[config.mk]
export PLATFORM = sky130hd
export DESIGN_NAME = gpio_irq_unit
export DESIGN_NICKNAME = d
export VERILOG_FILES = /design/src/rtl/gpio_irq_pkg.sv /design/src/rtl/gpio_irq_detect.sv /design/src/rtl/gpio_irq_status.sv /design/src/rtl/gpio_irq_enable.sv /design/src/rtl/gpio_irq_unit.sv
export SDC_FILE = /design/constraint.sdc
export NUM_CORES = 1
export LEC_CHECK = 0
export BUFFER_PORTS_ARGS = -buffer_cell sky130_fd_sc_hd__buf_2
export CORE_MARGIN = 2
export CORE_UTILIZATION = 35
export CTS_CLUSTER_SIZE = 30
export DETAILED_ROUTE_END_ITERATION = 10
export GPL_TIMING_DRIVEN = 1
export PLACE_DENSITY = 0.58
export SLEW_MARGIN = 10
export SYNTH_ARGS = -nofsm -noshare
export SYNTH_HDL_FRONTEND = slang
export SYNTH_SLANG_ARGS = --single-unit
[constraint.sdc]
create_clock -name clk -period 3.07 [get_ports clk]
set_clock_uncertainty 0.15 [all_clocks]
set_input_delay 0.1535 -clock clk [delete_from_list [all_inputs] [get_ports clk]]
set_output_delay 0.1535 -clock clk [all_outputs]
set_load 0.01 [all_outputs]
[src/rtl/gpio_irq_pkg.sv]
package gpio_irq_pkg;
  localparam int unsigned BUS_W = 32;

  typedef enum logic [1:0] {
    TRG_RISE = 2'b00,
    TRG_FALL = 2'b01,
    TRG_LOW  = 2'b10,
    TRG_HIGH = 2'b11
  } trig_code_e;

  function automatic int unsigned word_count(input int unsigned pins);
    return (pins + BUS_W - 1) / BUS_W;
  endfunction
endpackage

[src/rtl/gpio_irq_detect.sv]
module gpio_irq_detect
  import gpio_irq_pkg::*;
#(
  parameter int unsigned NUM_PINS = 40
) (
  input  logic                clk,
  input  logic                rst,
  input  logic [NUM_PINS-1:0] pin_in,
  input  logic [NUM_PINS-1:0] trig_lvl,
  input  logic [NUM_PINS-1:0] trig_inv,
  input  logic [NUM_PINS-1:0] gpio_mode,
  input  logic [NUM_PINS-1:0] sense_en,
  output logic [NUM_PINS-1:0] hit
);
  logic [NUM_PINS-1:0] prev_q;

  always_ff @(posedge clk) begin
    if (rst) prev_q <= '0;
    else     prev_q <= pin_in;
  end

  for (genvar i = 0; i < NUM_PINS; i++) begin : g_pin
    trig_code_e code;
    logic       event_seen;
    assign code = trig_code_e'({trig_lvl[i], trig_inv[i]});
    always_comb begin
      unique case (code)
        TRG_RISE: event_seen = pin_in[i] & ~prev_q[i];
        TRG_FALL: event_seen = ~pin_in[i] & prev_q[i];
        TRG_LOW:  event_seen = ~pin_in[i];
        TRG_HIGH: event_seen = pin_in[i];
        default:  event_seen = 1'b0;
      endcase
    end
    assign hit[i] = event_seen & gpio_mode[i] & sense_en[i];

    AST_HIGH_NEEDS_PIN: assert property (@(posedge clk) disable iff (rst)
      (code == TRG_HIGH && !pin_in[i]) |-> !hit[i]);
  end
endmodule

[src/rtl/gpio_irq_status.sv]
module gpio_irq_status
  import gpio_irq_pkg::*;
#(
  parameter int unsigned NUM_PINS = 40,
  parameter int unsigned NUM_WORDS = word_count(NUM_PINS),
  parameter int unsigned WIDX_W = (NUM_WORDS > 1) ? $clog2(NUM_WORDS) : 1
) (
  input  logic                clk,
  input  logic                rst,
  input  logic [NUM_PINS-1:0] hit,
  input  logic                wr_en,
  input  logic [WIDX_W-1:0]   word_idx,
  input  logic [BUS_W-1:0]    wdata,
  output logic [NUM_PINS-1:0] status_q
);
  logic [NUM_PINS-1:0] clr_mask;

  for (genvar i = 0; i < NUM_PINS; i++) begin : g_clr
    localparam int unsigned W = i / BUS_W;
    localparam int unsigned B = i % BUS_W;
    assign clr_mask[i] = wr_en && (word_idx == WIDX_W'(W)) && wdata[B];
  end

  always_ff @(posedge clk) begin
    if (rst) status_q <= '0;
    else     status_q <= (status_q & ~clr_mask) | hit;
  end

  AST_DETECT_WINS: assert property (@(posedge clk) disable iff (rst)
    (hit != '0) |=> ((status_q & $past(hit)) == $past(hit)));
  AST_CLEAR_TAKES: assert property (@(posedge clk) disable iff (rst)
    (clr_mask != '0) |=> ((status_q & $past(clr_mask & ~hit)) == '0));
  AST_SET_ONLY_BY_HIT: assert property (@(posedge clk) disable iff (rst)
    1'b1 |=> ((status_q & ~$past(status_q) & ~$past(hit)) == '0));
endmodule

[src/rtl/gpio_irq_enable.sv]
module gpio_irq_enable
  import gpio_irq_pkg::*;
#(
  parameter int unsigned NUM_PINS = 40,
  parameter int unsigned NUM_WORDS = word_count(NUM_PINS),
  parameter int unsigned WIDX_W = (NUM_WORDS > 1) ? $clog2(NUM_WORDS) : 1
) (
  input  logic                clk,
  input  logic                rst,
  input  logic                wr_en,
  input  logic [WIDX_W-1:0]   word_idx,
  input  logic [BUS_W-1:0]    wdata,
  output logic [NUM_PINS-1:0] enable_q
);
  for (genvar i = 0; i < NUM_PINS; i++) begin : g_bit
    localparam int unsigned W = i / BUS_W;
    localparam int unsigned B = i % BUS_W;
    always_ff @(posedge clk) begin
      if (rst) enable_q[i] <= 1'b0;
      else if (wr_en && word_idx == WIDX_W'(W)) enable_q[i] <= wdata[B];
    end

    AST_EN_WRITE: assert property (@(posedge clk) disable iff (rst)
      (wr_en && word_idx == WIDX_W'(W)) |=> enable_q[i] == $past(wdata[B]));
  end

  AST_EN_RESET: assert property (@(posedge clk)
    rst |=> enable_q == '0);
endmodule

[src/rtl/gpio_irq_unit.sv]
module gpio_irq_unit
  import gpio_irq_pkg::*;
#(
  parameter int unsigned NUM_PINS = 40,
  parameter int unsigned NUM_WORDS = word_count(NUM_PINS),
  parameter int unsigned WIDX_W = (NUM_WORDS > 1) ? $clog2(NUM_WORDS) : 1,
  parameter int unsigned ADDR_W = WIDX_W + 1
) (
  input  logic                clk,
  input  logic                rst,
  input  logic [NUM_PINS-1:0] pin_in,
  input  logic [NUM_PINS-1:0] pin_trig_lvl,
  input  logic [NUM_PINS-1:0] pin_trig_inv,
  input  logic [NUM_PINS-1:0] pin_gpio_mode,
  input  logic [NUM_PINS-1:0] pin_sense_en,
  input  logic                bus_wr,
  input  logic [ADDR_W-1:0]   bus_addr,
  input  logic [BUS_W-1:0]    bus_wdata,
  output logic [BUS_W-1:0]    bus_rdata,
  output logic                irq_out
);
  logic                bank_en;
  logic [WIDX_W-1:0]   word_idx;
  logic [NUM_PINS-1:0] hit;
  logic [NUM_PINS-1:0] status_q;
  logic [NUM_PINS-1:0] enable_q;
  logic [NUM_PINS-1:0] qual;
  logic                any_pending;
  logic [BUS_W-1:0]    stat_words [NUM_WORDS];
  logic [BUS_W-1:0]    en_words   [NUM_WORDS];

  assign bank_en  = bus_addr[ADDR_W-1];
  assign word_idx = bus_addr[WIDX_W-1:0];
  assign qual     = pin_gpio_mode & pin_sense_en;

  gpio_irq_detect #(.NUM_PINS(NUM_PINS)) u_detect (
    .clk(clk), .rst(rst), .pin_in(pin_in),
    .trig_lvl(pin_trig_lvl), .trig_inv(pin_trig_inv),
    .gpio_mode(pin_gpio_mode), .sense_en(pin_sense_en), .hit(hit)
  );

  gpio_irq_status #(.NUM_PINS(NUM_PINS), .NUM_WORDS(NUM_WORDS), .WIDX_W(WIDX_W)) u_status (
    .clk(clk), .rst(rst), .hit(hit), .wr_en(bus_wr && !bank_en),
    .word_idx(word_idx), .wdata(bus_wdata), .status_q(status_q)
  );

  gpio_irq_enable #(.NUM_PINS(NUM_PINS), .NUM_WORDS(NUM_WORDS), .WIDX_W(WIDX_W)) u_enable (
    .clk(clk), .rst(rst), .wr_en(bus_wr && bank_en),
    .word_idx(word_idx), .wdata(bus_wdata), .enable_q(enable_q)
  );

  for (genvar w = 0; w < NUM_WORDS; w++) begin : g_word
    for (genvar b = 0; b < BUS_W; b++) begin : g_bit
      localparam int unsigned IDX = w * BUS_W + b;
      if (IDX < NUM_PINS) begin : g_live
        assign stat_words[w][b] = status_q[IDX];
        assign en_words[w][b]   = enable_q[IDX];
      end else begin : g_pad
        assign stat_words[w][b] = 1'b0;
        assign en_words[w][b]   = 1'b0;
      end
    end
  end

  assign any_pending = |(status_q & enable_q);

  always_ff @(posedge clk) begin
    if (rst) begin
      bus_rdata <= '0;
      irq_out   <= 1'b0;
    end else begin
      irq_out <= any_pending;
      if (32'(word_idx) < NUM_WORDS)
        bus_rdata <= bank_en ? en_words[word_idx] : stat_words[word_idx];
      else
        bus_rdata <= '0;
    end
  end

  AST_IRQ_FOLLOWS: assert property (@(posedge clk) disable iff (rst)
    1'b1 |=> irq_out == $past(|(status_q & enable_q)));
  AST_UNQUALIFIED_QUIET: assert property (@(posedge clk) disable iff (rst)
    1'b1 |=> ((status_q & ~$past(status_q) & ~$past(qual)) == '0));
endmodule

; ---- Yosys cells after proc, flatten, opt, wreduce, memory -nomap -nowiden
; Cells that the tools add are included.
[totals]
output_inout_bits = 33
ff_bits = 153
[op_classes]
n_reduce_logical = 88
order_cmp = 1
n_mux = 47
n_eq_ne = 120
bitwise_logic = 246
[ops]
columns = op, n
row1 = two-way mux 32 bit, 7
row2 = bitwise AND 1 bit, 160
row3 = == test 2 bit (second input constant), 80
row4 = one-hot mux 1 bit (4 select lines), 40
row5 = NOT 1 bit, 81
row6 = bitwise AND 40 bit, 2
row7 = == test 2 x 1 -> 1 bit (second input constant), 40
row8 = logical NOT 2 bit, 40
row9 = logical AND 1 bit, 46
row10 = NOT 40 bit, 1
row11 = bitwise OR 40 bit, 1
row12 = OR reduction 40 bit, 1
row13 = >= comparator 2 bit (second input constant), 1
row14 = NOT 1 -> 2 bit, 1
row15 = logical NOT 1 bit, 1

; ---- Logic depth before layout (Yosys ltp)
[depth]
depth_word = 7
mapped_depth = 7
mapped_depth_nobuf = 4

; ---- Hierarchy
; Synthesis repeated with hierarchy kept, for this count alone.
[hier_totals]
hier_cells = 840
area_unflattened_um2 = 8356.8
[modules_own_cells]
columns = module, area_per_inst_um2, instances, cells_each
row1 = gpio_irq_detect, 3423.3, 1, 364
row2 = gpio_irq_enable, 1764.2, 1, 170
row3 = gpio_irq_status, 1664.1, 1, 172
row4 = gpio_irq_unit, 1505.2, 1, 134

; ---- Worst setup path after synthesis
; No wires, ideal clock.
[synth_path]
path_type = in2reg
start = in bus_addr[1]
end = reg u_enable.enable_q[0]
path_stages = 7
path_buffers = 3
t_required_ns = 2.788
setup_slack_ns = 1.843
arrival_time_ns = 0.944
setup_time_ns = 0.132
path_cell_list = buf_4 > nand2_1 > or2_1 > buf_2 > buf_6 > nand2_1 > a21oi_1
[synth_via]
elab_chain_len = 2
[synth_rtl]
columns = item, line
row1 = start: declaration, gpio_irq_unit.sv:17  ; input logic [ADDR_W-1:0] bus_addr,
row2 = logical AND 1 bit, gpio_irq_unit.sv:48  ; .clk(clk), .rst(rst), .wr_en(bus_wr && bank_en),
row3 = logical AND 1 bit, gpio_irq_enable.sv:20  ; else if (wr_en && word_idx == WIDX_W'(W)) enable_q[i] <= wdata[B];
row4 = end signal: indexed assignment, gpio_irq_enable.sv:20
row5 = end: declaration, gpio_irq_enable.sv:13  ; output logic [NUM_PINS-1:0] enable_q
; No other way between the ends.
; A chain may end at the register's enable or synchronous reset.

; ---- Final worst setup path
[layout_path]
start = reg u_detect.prev_q[36]
end = reg u_status.status_q[36]
[layout_via]
elab_chain_len = 6
elab_cells_between_ends = 7
classes_between = mux (1) / bitwise (6)
[layout_rtl]
columns = item, line
row1 = start: declaration, gpio_irq_detect.sv:15  ; logic [NUM_PINS-1:0] prev_q;
row2 = start signal: assignment, gpio_irq_detect.sv:19  ; else prev_q <= pin_in;
row3 = NOT 1 bit, gpio_irq_detect.sv:28  ; TRG_RISE: event_seen = pin_in[i] & ~prev_q[i];
row4 = bitwise AND 1 bit, gpio_irq_detect.sv:28
row5 = one-hot mux 1 bit (4 select lines) *, gpio_irq_detect.sv:27  ; unique case (code)
row6 = bitwise AND 1 bit * (2 in series), gpio_irq_detect.sv:35  ; assign hit[i] = event_seen & gpio_mode[i] & sense_en[i];
row7 = bitwise OR 40 bit *, gpio_irq_status.sv:26  ; else status_q <= (status_q & ~clr_mask) | hit;
row8 = end signal: assignment, gpio_irq_status.sv:26
row9 = end: declaration, gpio_irq_status.sv:14  ; output logic [NUM_PINS-1:0] status_q
; Mark *: on every way between the ends. The rest lies on a longest branch, timed or not.

==> results.txt <==
Setup CP Type: flop to flop
final-layout fill cell count: 1,861
Slowest-stage cell, CP: dlygate4sd3_1
LEAKAGE: 4.54 nW
Syn Inst Count: 835
Pre-Repair DR Iteration Count: 5
Ports: 270
Hold Fails Final Rpt: 0
Worst Setup Start Kind: flop
Core Rows: 51
Via Count: 7,320
final worst slack: 714 ps
Worst Setup End Kind: flop
fmax: 424 MHz
syn avg cell area: 8.28 um^2
measured slew at the worst slew-check pin: 825 ps
GRT Util Overall: 19.6%
Final period util: 76.8%
core area: 0.0194 mm^2
count of buffer and inverter cells on the critical path: 2
synth top area cells: dfxtp_1 (44%), nand2_1 (10%), a21oi_1 (5.2%)
Worst path depth: 6
Clock Pin Slew Worst Setup and Hold Paths: 60 ps
TritonCTS clock tree: yes
synthesized area: 0.00692 mm^2
I/O Buffers: 269
Nets: 1,486
post-route antenna net violation count: 0
worst setup path endpoint: u_status.status_q[36]
largest net degree at the start of global routing: 47
Syn Nets: 1,072
Ys Warns: 0
r2r setup slk: 710 ps
DRC: 0
final WL: 20.6 mm
CTS H-tree depth: 4
worst-skew pair later-pin latency: 420 ps
Worst R2R Start: u_detect.prev_q[36]
top-area cell type share of the netlist area: 44.3%
placed instance area: 0.00846 mm^2
post-layout util: 55.0%
Worst Path Max Fanout: 2
CTS Sinks: 153
Die H: 145 um
Max-Cap Viols: 0
pwr dens: 481 mW/mm^2
wire length per cell: 13.5 um
slew margin rel.: 44.8%
Initial Utilization: 35.7%
Worst EP arrival: 2570 ps
Worst VDD drop: 0.324 mV
r2r worst-path depth: 6
fin. max-slew vios: 0
CP delay by family, top: buffers and inverters
RSZ-0062 raised after global routing: false
clock root cell: clkbuf_16
Non-Filler Instances: 1,527
Final Cell Area: 0.0107 mm^2
GPL Wtd Cong: 0.761
pre-CTS setup slack: 1220 ps
sequential area share after synthesis: 44.3%
Initial DRC Count: 349
initial antenna violation count: 0
GRT Residual Overflow: 0
max incr delay on CP: 590 ps
crit path from: u_detect.prev_q[36]
# setup viols final: 0
cell repeated most along the worst path: dlygate4sd3_1
synthesized flop and latch total: 153
Final TNS setup: 0 ps
vias per inst: 4.79
HPWL Detailed: 14.4 mm
via count of the first global-routing pass: 6,881
status: completed
Critical Path RT: 3280 ps
die width: 145 um
share of post-route cells with drive strength above 1: 24.9%
first-pass GRT wire length: 32.2 mm
Max clock buf depth: 2
Post-CTS Setup Repair Bufs: 0
DIE AREA: 0.0209 mm^2
crit path time final: 2360 ps
worst min path class: input pin to flop
Num CTS Buffers: 17
Cells after DPL: 1,341
R2R Path End: u_status.status_q[36]
distinct cell type count after synthesis: 30
Layout area overhead: 54.1%
cell taking the most area after synthesis: dfxtp_1
worst-path cell chain: or3_1 -> nand3_1 -> o2111ai_1 -> dlygate4sd3_1 -> a21oi_1 -> dlygate4sd3_1
worst reg2reg max path, delay by kind of cell, from the launching register on:
family	cells	cell delay (ps)
DFF	1	310
AOI/OAI and AO/OA	2	250
buffers and inverters	2	1140
and+or+nand+nor	2	450
cell usage after synthesis:
cell,number
nand3b_1,40
nor2b_1,48
nor2_1,32
nand3_1,40
buf_6,5
a221oi_1,2
a31oi_1,1
nand2_1,185
dfxtp_1,153
buf_2,10
o21ai_0,40
nor4_1,1
nand4_1,4
nor3b_2,1
a22o_1,2
or3_1,40
nor2_2,1
mux4_2,8
o2111ai_1,40
or2_1,1
a22oi_1,16
or2_2,1
inv_1,40
and3b_1,1
mux2i_1,32
buf_4,2
nand3_2,1
clkbuf_4,1
clkbuf_1,15
a21oi_1,72
per-layer routing:
layer  global-route usage, %  up-vias  routed length, um
met5                       0        -                  0
met4                    5.42        0                248
met3                    5.07       19               1170
met2                    33.7      203               9770
met1                    24.3     3331               9410
li1                        -     3767                  -
logic make-up (layout without fill, tap and decap cells):
| logic type | after synthesis | after routing | synth area share [%] |
|---|---|---|---|
| other | 0 | 1 | 0 |
| AND/OR/NAND/NOR | 396 | 396 | 28.1 |
| multiplexers | 40 | 40 | 7.23 |
| flip-flops | 153 | 153 | 44.3 |
| AO/OA/AOI/OAI | 173 | 173 | 15.5 |
| buffers and inverters | 73 | 499 | 4.85 |
cell type report:
| cell class | instances | area (um^2) | share of cell area (%) |
|---|---|---|---|
| Inverter | 40 | 150 | 1.41 |
| Sequential cell | 153 | 3060 | 28.7 |
| Multi-Input combinational cell | 609 | 3530 | 33.1 |
| Tap cell | 265 | 332 | 3.11 |
| Timing Repair Buffer | 428 | 2930 | 27.5 |
| Clock inverter | 7 | 163 | 1.53 |
| Antenna cell | 1 | 2.50 | 0.0235 |
| Clock buffer | 24 | 492 | 4.61 |
flip-flops by register name, summed over array words and instances, names as in the netlist:
| name | cells |
|---|---|
| u_enable.enable_q | 40 |
| u_detect.prev_q | 40 |
| bus_rdata | 32 |
| irq_out | 1 |
| u_status.status_q | 40 |
where the power goes:
| group | switching, mW | internal [mW] | leakage [nW] |
|---|---|---|---|
| Combinational | 0.302 | 0.382 | 2.97 |
| Clock | 0.792 | 1.53 | 0.317 |
| Sequential | 0.0547 | 2.07 | 1.25 |
worst min path at each step:
stage | from | end | slack [ps] | cells after the start
5_1_grt | rst | u_enable.enable_q[32] | 60 | 2
3_3_place_gp | pin_in[8] | u_detect.prev_q[8] | 250 | 2
3_5_place_dp | pin_in[16] | u_detect.prev_q[16] | 250 | 2
2_1_floorplan | pin_in[0] | u_detect.prev_q[0] | 130 | 1
6_report | rst | u_detect.prev_q[2] | 40 | 2
4_1_cts | pin_gpio_mode[39] | u_status.status_q[39] | 2 | 3
what timing repair did:
action,CTS,global route
resized for setup,0,0
endpoints found under the hold margin,120,1
hold buffers,153,1
placed cells by master, fill, tap and decap left out, types with 2 or more instances in the layout:
master,synthesis,routed
buf_2,10,268
nand2_1,185,185
dlygate4sd3_1,0,154
dfxtp_1,153,153
a21oi_1,72,72
nor2b_1,48,48
inv_1,40,40
nand3b_1,40,40
o21ai_0,40,40
or3_1,40,40
nand3_1,40,40
o2111ai_1,40,40
mux2i_1,32,32
nor2_1,32,32
clkbuf_16,0,17
a22oi_1,16,16
mux4_2,8,8
buf_4,2,6
bufinv_16,0,5
nand4_1,4,4
clkbuf_8,0,4
clkbuf_1,15,3
a22o_1,2,2
a221oi_1,2,2
metrics by stage:
step | total power, mW | hold WS [ps]
global placement | 2.70 | 247
floorplan | 2.43 | 132
finish | 5.13 | 44.2
CTS | 5.17 | 1.96
detailed placement | 2.70 | 251
global route | 5.35 | 57.9
Power figures use the tool's default switching activity.
